**config.mk**
```make
export PLATFORM = sky130hd
export DESIGN_NAME = pulse_width_timer
export DESIGN_NICKNAME = d
export VERILOG_FILES = /design/src/rtl/pwt_pkg.sv /design/src/rtl/pwt_edge.sv /design/src/rtl/pwt_count.sv /design/src/rtl/pwt_regs.sv /design/src/rtl/pulse_width_timer.sv
export SDC_FILE = /design/constraint.sdc
export NUM_CORES = 1
export LEC_CHECK = 0
export ABC_AREA = 1
export BUFFER_PORTS_ARGS = -buffer_cell sky130_fd_sc_hd__buf_4
export CORE_ASPECT_RATIO = 0.9
export CORE_MARGIN = 2
export CORE_UTILIZATION = 25
export DETAILED_ROUTE_END_ITERATION = 10
export SLEW_MARGIN = 5
export SYNTH_ARGS = -nofsm -noshare
export SYNTH_HDL_FRONTEND = slang
export SYNTH_SLANG_ARGS = --single-unit
```
**constraint.sdc**
```tcl
create_clock -name clk -period 1.3 [get_ports clk]
set_input_delay 0.26 -clock clk [delete_from_list [all_inputs] [get_ports clk]]
set_output_delay 0.26 -clock clk [all_outputs]
set_load 0.03 [all_outputs]
```
**src/rtl/pwt_pkg.sv**
```systemverilog
package pwt_pkg;
  // control/status word bit positions
  localparam int B_GO     = 0;
  localparam int B_HALTN  = 1;
  localparam int B_MODE   = 2;
  localparam int B_ENDF   = 3;
  localparam int B_ENDEN  = 4;
  localparam int B_OVFF   = 5;
  localparam int B_OVFEN  = 6;
  localparam int B_ERR    = 7;
  localparam int B_POUT   = 8;
  localparam int CTRL_BITS = 9;

  localparam logic ADDR_CTRL = 1'b0;
  localparam logic ADDR_BUF  = 1'b1;

  // packed view of the status word, MSB first
  typedef struct packed {
    logic pout;
    logic err;
    logic ovf_en;
    logic ovf_f;
    logic end_en;
    logic end_f;
    logic mode;
    logic halt_n;
    logic go;
  } ctrl_t;
endpackage

```
**src/rtl/pwt_edge.sv**
```systemverilog
module pwt_edge #(
  parameter int SYNC_STAGES = 0
) (
  input  logic clk,
  input  logic rst,
  input  logic din,
  output logic level,
  output logic rise,
  output logic fall
);
  logic prev;

  generate
    if (SYNC_STAGES > 0) begin : g_sync
      logic [SYNC_STAGES-1:0] sh;
      always_ff @(posedge clk) begin
        if (rst) begin
          sh <= '0;
        end else begin
          sh[0] <= din;
          for (int i = 1; i < SYNC_STAGES; i++) sh[i] <= sh[i-1];
        end
      end
      assign level = sh[SYNC_STAGES-1];
    end else begin : g_direct
      assign level = din;
    end
  endgenerate

  always_ff @(posedge clk) begin
    if (rst) prev <= 1'b0;
    else     prev <= level;
  end

  assign rise = level & ~prev;
  assign fall = ~level & prev;
endmodule

```
**src/rtl/pwt_count.sv**
```systemverilog
module pwt_count #(
  parameter int CNT_W = 16
) (
  input  logic             clk,
  input  logic             rst,
  input  logic             tick,
  input  logic             run,
  input  logic             width_mode,
  input  logic             restart,
  input  logic             rise,
  input  logic             fall,
  output logic             ovf_hit,
  output logic             cap_hit,
  output logic [CNT_W-1:0] cap_val
);
  localparam logic [CNT_W-1:0] CNT_MAX = '1;

  logic [CNT_W-1:0] cnt;
  logic             meas;
  logic             active;
  logic             step;

  always_comb begin
    active  = run && !restart;
    cap_hit = active && width_mode && meas && fall;
    step    = active && tick &&
              (width_mode ? (meas && !fall && !rise) : 1'b1);
    ovf_hit = step && (cnt == CNT_MAX);
    cap_val = cnt;
  end

  always_ff @(posedge clk) begin
    if (rst || restart) begin
      cnt  <= '0;
      meas <= 1'b0;
    end else if (!run) begin
      meas <= 1'b0;
    end else if (width_mode) begin
      if (rise) begin
        cnt  <= {{(CNT_W-1){1'b0}}, tick};
        meas <= 1'b1;
      end else if (cap_hit) begin
        cnt  <= '0;
        meas <= 1'b0;
      end else if (step) begin
        cnt <= cnt + 1'b1;
      end
    end else begin
      meas <= 1'b0;
      if (step) cnt <= cnt + 1'b1;
    end
  end
endmodule

```
**src/rtl/pwt_regs.sv**
```systemverilog
module pwt_regs
  import pwt_pkg::*;
#(
  parameter int CNT_W  = 16,
  parameter int DATA_W = 16
) (
  input  logic              clk,
  input  logic              rst,
  input  logic              bus_wr,
  input  logic              bus_rd,
  input  logic              bus_rmw,
  input  logic              bus_addr,
  input  logic [DATA_W-1:0] bus_wdata,
  input  logic              ovf_hit,
  input  logic              cap_hit,
  input  logic [CNT_W-1:0]  cap_val,
  output logic              run,
  output logic              width_mode,
  output logic              restart,
  output logic              end_f,
  output logic              err_f,
  output logic              ovf_f,
  output logic              end_en,
  output logic              ovf_en,
  output logic              pout,
  output logic [DATA_W-1:0] rdata
);
  logic             wr_ctrl;
  logic             rd_buf;
  logic [CNT_W-1:0] buf_q;
  ctrl_t            st;
  logic [DATA_W-1:0] rd_word;
  logic             unused_wbits;

  assign wr_ctrl = bus_wr && (bus_addr == ADDR_CTRL);
  assign rd_buf  = bus_rd && (bus_addr == ADDR_BUF);
  assign restart = wr_ctrl && bus_wdata[B_GO] && bus_wdata[B_HALTN];
  assign unused_wbits = ^{bus_wdata[DATA_W-1:CTRL_BITS],
                          bus_wdata[B_ENDF], bus_wdata[B_ERR]};

  always_ff @(posedge clk) begin
    if (rst) begin
      run        <= 1'b0;
      width_mode <= 1'b0;
      end_en     <= 1'b0;
      ovf_en     <= 1'b0;
    end else if (wr_ctrl) begin
      if (!bus_wdata[B_HALTN])    run <= 1'b0;
      else if (bus_wdata[B_GO])   run <= 1'b1;
      width_mode <= bus_wdata[B_MODE];
      end_en     <= bus_wdata[B_ENDEN];
      ovf_en     <= bus_wdata[B_OVFEN];
    end
  end

  // output level: software owns it while halted, wraps own it while running
  always_ff @(posedge clk) begin
    if (rst)                        pout <= 1'b0;
    else if (wr_ctrl && !run)       pout <= bus_wdata[B_POUT];
    else if (ovf_hit && !width_mode) pout <= ~pout;
  end

  // wrap flag: a new wrap beats a clearing write
  always_ff @(posedge clk) begin
    if (rst)                              ovf_f <= 1'b0;
    else if (ovf_hit)                     ovf_f <= 1'b1;
    else if (wr_ctrl && !bus_wdata[B_OVFF]) ovf_f <= 1'b0;
  end

  // capture buffer and its flags
  always_ff @(posedge clk) begin
    if (rst) begin
      buf_q <= '0;
      end_f <= 1'b0;
      err_f <= 1'b0;
    end else begin
      if (cap_hit) buf_q <= cap_val;
      if (cap_hit)     end_f <= 1'b1;
      else if (rd_buf) end_f <= 1'b0;
      if (cap_hit && end_f && !rd_buf) err_f <= 1'b1;
      else if (rd_buf)                 err_f <= 1'b0;
    end
  end

  always_comb begin
    st.pout   = pout;
    st.err    = err_f;
    st.ovf_en = ovf_en;
    st.ovf_f  = ovf_f | bus_rmw;
    st.end_en = end_en;
    st.end_f  = end_f;
    st.mode   = width_mode;
    st.halt_n = run;
    st.go     = run;
    rd_word   = '0;
    if (bus_addr == ADDR_BUF) rd_word[CNT_W-1:0]     = buf_q;
    else                      rd_word[CTRL_BITS-1:0] = st;
  end

  always_ff @(posedge clk) begin
    if (rst)         rdata <= '0;
    else if (bus_rd) rdata <= rd_word;
  end
endmodule

```
**src/rtl/pulse_width_timer.sv**
```systemverilog
module pulse_width_timer #(
  parameter int CNT_W       = 16,
  parameter int DATA_W      = 16,
  parameter int SYNC_STAGES = 0
) (
  input  logic              clk,
  input  logic              rst,
  input  logic              tick,
  input  logic              pulse_in,
  input  logic              bus_wr,
  input  logic              bus_rd,
  input  logic              bus_rmw,
  input  logic              bus_addr,
  input  logic [DATA_W-1:0] bus_wdata,
  output logic [DATA_W-1:0] bus_rdata,
  output logic              pulse_out,
  output logic              irq_end,
  output logic              irq_ovf
);
  logic             in_lvl, in_rise, in_fall;
  logic             run, width_mode, restart;
  logic             ovf_hit, cap_hit;
  logic [CNT_W-1:0] cap_val;
  logic             end_f, err_f, ovf_f, end_en, ovf_en;

  pwt_edge #(.SYNC_STAGES(SYNC_STAGES)) edge_i (
    .clk(clk), .rst(rst), .din(pulse_in),
    .level(in_lvl), .rise(in_rise), .fall(in_fall)
  );

  pwt_count #(.CNT_W(CNT_W)) count_i (
    .clk(clk), .rst(rst), .tick(tick), .run(run),
    .width_mode(width_mode), .restart(restart),
    .rise(in_rise), .fall(in_fall),
    .ovf_hit(ovf_hit), .cap_hit(cap_hit), .cap_val(cap_val)
  );

  pwt_regs #(.CNT_W(CNT_W), .DATA_W(DATA_W)) regs_i (
    .clk(clk), .rst(rst),
    .bus_wr(bus_wr), .bus_rd(bus_rd), .bus_rmw(bus_rmw),
    .bus_addr(bus_addr), .bus_wdata(bus_wdata),
    .ovf_hit(ovf_hit), .cap_hit(cap_hit), .cap_val(cap_val),
    .run(run), .width_mode(width_mode), .restart(restart),
    .end_f(end_f), .err_f(err_f), .ovf_f(ovf_f),
    .end_en(end_en), .ovf_en(ovf_en), .pout(pulse_out),
    .rdata(bus_rdata)
  );

  logic unused_lvl;
  assign unused_lvl = in_lvl;

  assign irq_end = end_f & end_en;
  assign irq_ovf = ovf_f & ovf_en;
endmodule

```
-- Word level (Yosys, flattened, before mapping)
Cells that the tools add are included.
- register bits after elaboration: 58
- input bits: 24
- output and inout bits: 19
- word-level logic and storage cells: 78
- add/sub/neg operators: 1
- eq/ne operators: 2
- multiplexer cells: 18
- bitwise gates (word level): 11
- reduce and logical (&&, ||, !) cells: 33
- operators with widths (operator ; count):
    $mux W16 ; 4
    $logic_and A1 B1 Y1 ; 18
    $add A16 B1 Y16 const B ; 1
    $eq A16 B16 Y1 const B ; 1
    $mux W1 ; 12
    $reduce_bool A2 Y1 ; 5
    $mux W9 ; 1
    $logic_not A1 Y1 ; 7
    $mux W7 ; 1
    $not A1 Y1 ; 6
    $and A1 B1 Y1 ; 4
    $reduce_or A3 Y1 ; 1
    $ne A2 B2 Y1 const B ; 1
    $reduce_and A2 Y1 ; 1
    $logic_or A1 B1 Y1 ; 1
    $or A1 B1 Y1 ; 1

-- Logic depth before layout (Yosys ltp)
- depth after elaboration: 12
- mapped depth: 11
- mapped depth without buffers: 10

-- Modules after synthesis
A second synthesis with hierarchy kept.
- cell total of the unflattened synthesis: 364
- area, all modules: 2556.2 µm²
- by module, submodules not included (module ; instances ; cells each ; area each (µm²) ; sequential area each (µm²)):
    pwt_regs ; 1 ; 212 ; 1535.2 ; 800.8
    pwt_count ; 1 ; 141 ; 959.7 ; 340.3
    pwt_edge ; 1 ; 7 ; 46.3 ; 20.0
    pulse_width_timer ; 1 ; 4 ; 15.0 ; 0.0

-- Least setup slack after synthesis
No wires, ideal clock.
- path kind: register -> register
- start: reg count_i.cnt[0], in the netlist count_i.cap_val[0]
- end: reg count_i.cnt[12], in the netlist count_i.cap_val[12]
- setup time: 0.115 ns
- data arrival time: 1.226 ns
- required time: 1.185 ns
- setup slack: -0.041 ns
- stages on the path, launching flop included: 9
- path buffers: 0
- period minus slack after synthesis: 1.341 ns
- cell sequence: dfxtp_1 ha_1 nand2_1 nor2_1 nand2_1 nor2_2 nand3_2 xor2_1 nor2_2
- cells in the longest elaborated chain, start to end: 5
- RTL lines (item ; RTL line ; text):
    start, declared ; pwt_count.sv:18 ; logic [CNT_W-1:0] cnt;
    start signal, assigned ; pwt_count.sv:40 ; cnt <= {{(CNT_W-1){1'b0}}, tick};
    start signal, assigned ; pwt_count.sv:46 ; cnt <= cnt + 1'b1;
    start signal, assigned ; pwt_count.sv:50 ; if (step) cnt <= cnt + 1'b1;
    $add A16 B1 Y16 (*) ; pwt_count.sv:46, pwt_count.sv:50 ;
    $mux W16 (*) ; pwt_count.sv:45, pwt_count.sv:50 ;
    $mux W16 ; pwt_count.sv:42 ; end else if (cap_hit) begin
    $mux W16 ; pwt_count.sv:39 ; if (rise) begin
    $mux W16 (*) ; pwt_count.sv:38 ; end else if (width_mode) begin
Every way passes the cells marked *; elsewhere a longest branch is shown, timed or not.
A chain may end at the register's enable or synchronous reset.

-- Final worst setup path
- start: reg edge_i.prev
- end: reg count_i.cnt[4], in the netlist count_i.cap_val[4]
- cells in the longest elaborated chain, start to end: 10
- elaborated cells between the ends (all ways): 14
- those cells by class: mux (5); bitwise (3); reduce/logical (6)
- RTL lines (item ; RTL line ; text):
    start, declared ; pwt_edge.sv:11 ; logic prev;
    start signal, assigned ; pwt_edge.sv:32 ; else prev <= level;
    $and A1 B1 Y1 or $not A1 Y1 (tied branches) ; pwt_edge.sv:36, pwt_edge.sv:35 ;
    $logic_not A1 Y1 or $and A1 B1 Y1 (tied branches) ; pwt_count.sv:27, pwt_edge.sv:35 ;
    $logic_and A1 B1 Y1 or $logic_not A1 Y1 (tied branches) ; pwt_count.sv:27 ; (width_mode ? (meas && !fall && !rise) : 1'b1);
    $logic_and A1 B1 Y1 ; pwt_count.sv:27 ;
    $mux W1 ; pwt_count.sv:27 ;
    $logic_and A1 B1 Y1 ; pwt_count.sv:26 ; step = active && tick &&
    $mux W16 ; -- ;
    $mux W16 ; pwt_count.sv:42 ;
    $mux W16 ; pwt_count.sv:39 ;
    $mux W16 (*) ; pwt_count.sv:38 ;
Marked as above.

==> impl_metrics.json <==
{
  "cts_root_buf": "clkbuf_16",
  "yosysMostFrequentCell": "nand2_1",
  "clkPwrFrac_pct": 55.7,
  "fin_util_pct": 38.36,
  "synth_seq_cells": 58,
  "synth_warnings": 0,
  "leakage_nw": 1.675,
  "synth_cell_types": 40,
  "worstPathArrival_ns": 1.60,
  "crit_path_end_kind": "flip-flop",
  "tightest_slew_ns": 0.3231,
  "ant_nets": 0,
  "critPathKind": "reg2reg",
  "fin_crit_sh_pct": 103.2,
  "cts_hold_buf": 0,
  "firstDrtPassIters": 4,
  "critPathMaxFanout": 4,
  "diodes": 0,
  "dr.first_iter.drc_count": 167,
  "antenna_found_initial": 0,
  "globalRoute.busiestLayer": "met2",
  "gp_congestion": 0.8303,
  "finalSetupTns_ns": -0.04746,
  "p_comb_share_pct": 6.6,
  "num-fill-cells": 1011,
  "drv_slew": 0,
  "wl_microns": 6742,
  "synth_commonest_cells": "nand2_1 (70), dfxtp_1 (58), inv_1 (46)",
  "avgSynthCellArea_sq_um": 7.507,
  "grt_max_degree": 33,
  "layout_min_cycle_time_ns": 1.342,
  "drive_above_1_share_pct": 37.78,
  "power_mw": 4.834,
  "hp-class": "in2reg",
  "numCtsBuffers": 9,
  "nNetsFinal": 462,
  "dpl_cell_area_sq_um": 3374,
  "fmax_ghz": 0.7451,
  "cts.sinks": 58,
  "die_h_microns": 101.4,
  "skew_ns": 0.006132,
  "p_seq_share_pct": 37.7,
  "die_w_microns": 112.2,
  "relSlewSlack_pct": 78.38,
  "synth_ff_type": "dfxtp_1",
  "synthesis.area_sq_um": 2635,
  "setup_slack_ns": -0.04208,
  "grt_pass1_vias": 2398,
  "irDropWorstVdd_mv": 0.7591,
  "use_met1_pct": 15.64,
  "dp_hpwl_microns": 4975,
  "cts_max_path_buffers": 2,
  "cp-start-kind": "flip-flop",
  "multi_input_area_sq_um": 1370,
  "synth_area_leader_cell": "dfxtp_1",
  "grt_overflow": 0,
  "area_delta_synth_final_pct": 49.19,
  "synth_top_area_share_pct": 44.06,
  "syn_nets": 376,
  "drc": 0,
  "met3_usage_pct": 4.069,
  "seq_area_sq_um": 1184,
  "htreeDepth": 3,
  "num_rows": 35,
  "clk_latency_ns": 0.32,
  "cts_tree": "yes",
  "fin_area_sq_um": 3931,
  "vias": 2499,
  "syn_inst": 351,
  "internal_power_mw": 3.822,
  "cp.required_ns": 1.55,
  "hold_slack_ns": 0.1939,
  "synthTopCellsByArea": "dfxtp_1 (44%), nand2_1 (10%), inv_1 (6.6%), o21ai_0 (5.9%), nor2_1 (5.6%)",
  "die_area_sq_um": 11380,
  "clk_pin_slew_worst_paths_ns": 0.05,
  "grt_use_met2_pct": 20.30,
  "drv_cap": 0,
  "ys_seq_area_share_pct": 44.06,
  "vias_per_cell": 4.377,
  "grt_first_pass_wirelength_microns": 11180,
  "p_sw_share_pct": 20.94,
  "final_hold_viol_count": 0,
  "track_usage_pct": 12.44,
  "io_pins": 43,
  "grt_setup_unrepaired": "true",
  "status": "complete, but fails checks",
  "core_area_sq_um": 10250,
  "violations": "negative setup slack",
  "power_switching_mw": 1.012,
  "setup_viol": 3,
  "synthArstFlopShare_pct": 0,
  "initial_utilization_pct": 25.71,
  "port_buffers": 33,
  "pwr_density_cell_nw_per_um2": 1230,
  "synth_edf_count": 0,
  "wl_per_cell_microns": 11.81
}
==> worst paths after layout <==
| kind | start | end | slack, ns | cells after the start |
|---|---|---|---|---|
| worst max-delay path | edge_i.prev | count_i.cap_val[4] | -0.04 | 11 |
| worst min-delay path | bus_wdata[4] | regs_i.end_en | 0.19 | 3 |
| worst max register to register | edge_i.prev | count_i.cap_val[4] | -0.04 | 11 |
| worst min register to register | regs_i.buf_q[14] | regs_i.rdata[14] | 0.46 | 2 |
==> critical path: stages, from the launching register on <==
cell and delay [ns]:
dfxtp_2 0.34, inv_2 0.04, nand2_4 0.06, nand3_2 0.07
nand2_2 0.08, inv_2 0.05, nor2_4 0.13, buf_6 0.14
nand2_2 0.05, xnor2_1 0.16, inv_1 0.06, nor2_1 0.10
==> placed cells by master (no fill, tap or decap), types with 2 or more instances in the layout <==
cell / n
nand4_4: 2
buf_12: 2
nor2_2: 5
dfxtp_4: 3
a21oi_2: 4
a21oi_1: 26
clkbuf_8: 2
inv_1: 42
xor2_2: 2
xnor2_1: 2
xor2_1: 4
nand3_2: 5
nand4_1: 3
o21ai_0: 28
buf_4: 79
dfxtp_2: 9
o21ai_1: 4
o211ai_1: 3
nand2_4: 3
dfxtp_1: 46
inv_2: 7
bufinv_16: 2
a211oi_1: 2
nand3_1: 7
nor2_1: 34
nand2_1: 65
clkinv_2: 3
nand2_2: 8
clkbuf_16: 10
buf_6: 3
nor2_4: 9
o221ai_1: 2
==> cell type report <==
class | count | area share, %
multi-input cells | 232 | 34.85
flip-flops and latches | 58 | 30.11
repair buffers | 84 | 16.96
clock buffers | 12 | 7.066
inverters | 51 | 4.997
well taps | 129 | 4.106
clock inverters | 4 | 1.782
repair inverters | 1 | 0.1273
==> registers in the layout (all words and copies together), names as in the netlist <==
| name | flops |
|---|---|
| count_i.cap_val | 16 |
| count_i.meas | 1 |
| edge_i.prev | 1 |
| regs_i.buf_q | 16 |
| regs_i.end_en | 1 |
| regs_i.end_f | 1 |
| regs_i.err_f | 1 |
| regs_i.ovf_en | 1 |
| regs_i.ovf_f | 1 |
| regs_i.pout | 1 |
| regs_i.rdata | 16 |
| regs_i.run | 1 |
| regs_i.width_mode | 1 |
==> routing by layer <==
| metal | share of wire (%) | vias up |
|---|---|---|
| met5 | 0 | - |
| met2 | 47 | 40 |
| met1 | 47 | 1142 |
| met3 | 4.7 | 10 |
| li1 | - | 1307 |
| met4 | 1.2 | 0 |
==> logic make-up (layout without fill, tap and decap cells) <==
| family | count (synthesis) | after routing | share of synthesized area, % |
|---|---|---|---|
| compound gates | 75 | 75 | 15.95 |
| xor+xnor | 8 | 8 | 2.659 |
| buf+inv | 61 | 152 | 9.733 |
| fa+ha+maj | 1 | 1 | 0.4748 |
| simple gates | 148 | 148 | 27.11 |
| flops | 58 | 58 | 44.06 |
==> power groups by stage <==
stage               Sequential [mW]  Clock [mW]  Combinational [mW]
global route                   1.82        2.82               0.352
CTS                            1.82        2.73               0.301
global placement               1.86           0               0.295
detailed placement             1.86           0               0.298
floorplan                      1.88           0               0.133
finish                         1.82        2.69               0.319
==> through the flow <==
step | worst slack (ns) | std cells
floorplan | 0.003080 | 351
global placement | -0.1109 | 550
detailed placement | -0.1455 | 550
CTS | -0.03087 | 568
global route | -0.2114 | 571
finish | -0.04208 | 571
==> repair_timing <==
item                                    in CTS  in global routing
endpoints found under the setup margin      18                 34
setup buffers                                2                  2
gates resized for setup                     33                 22
endpoints found under the hold margin        0                  0
pin swaps                                    9                  4
gates cloned                                 0                  1
Note: power is estimated with default switching activity, not from simulation.
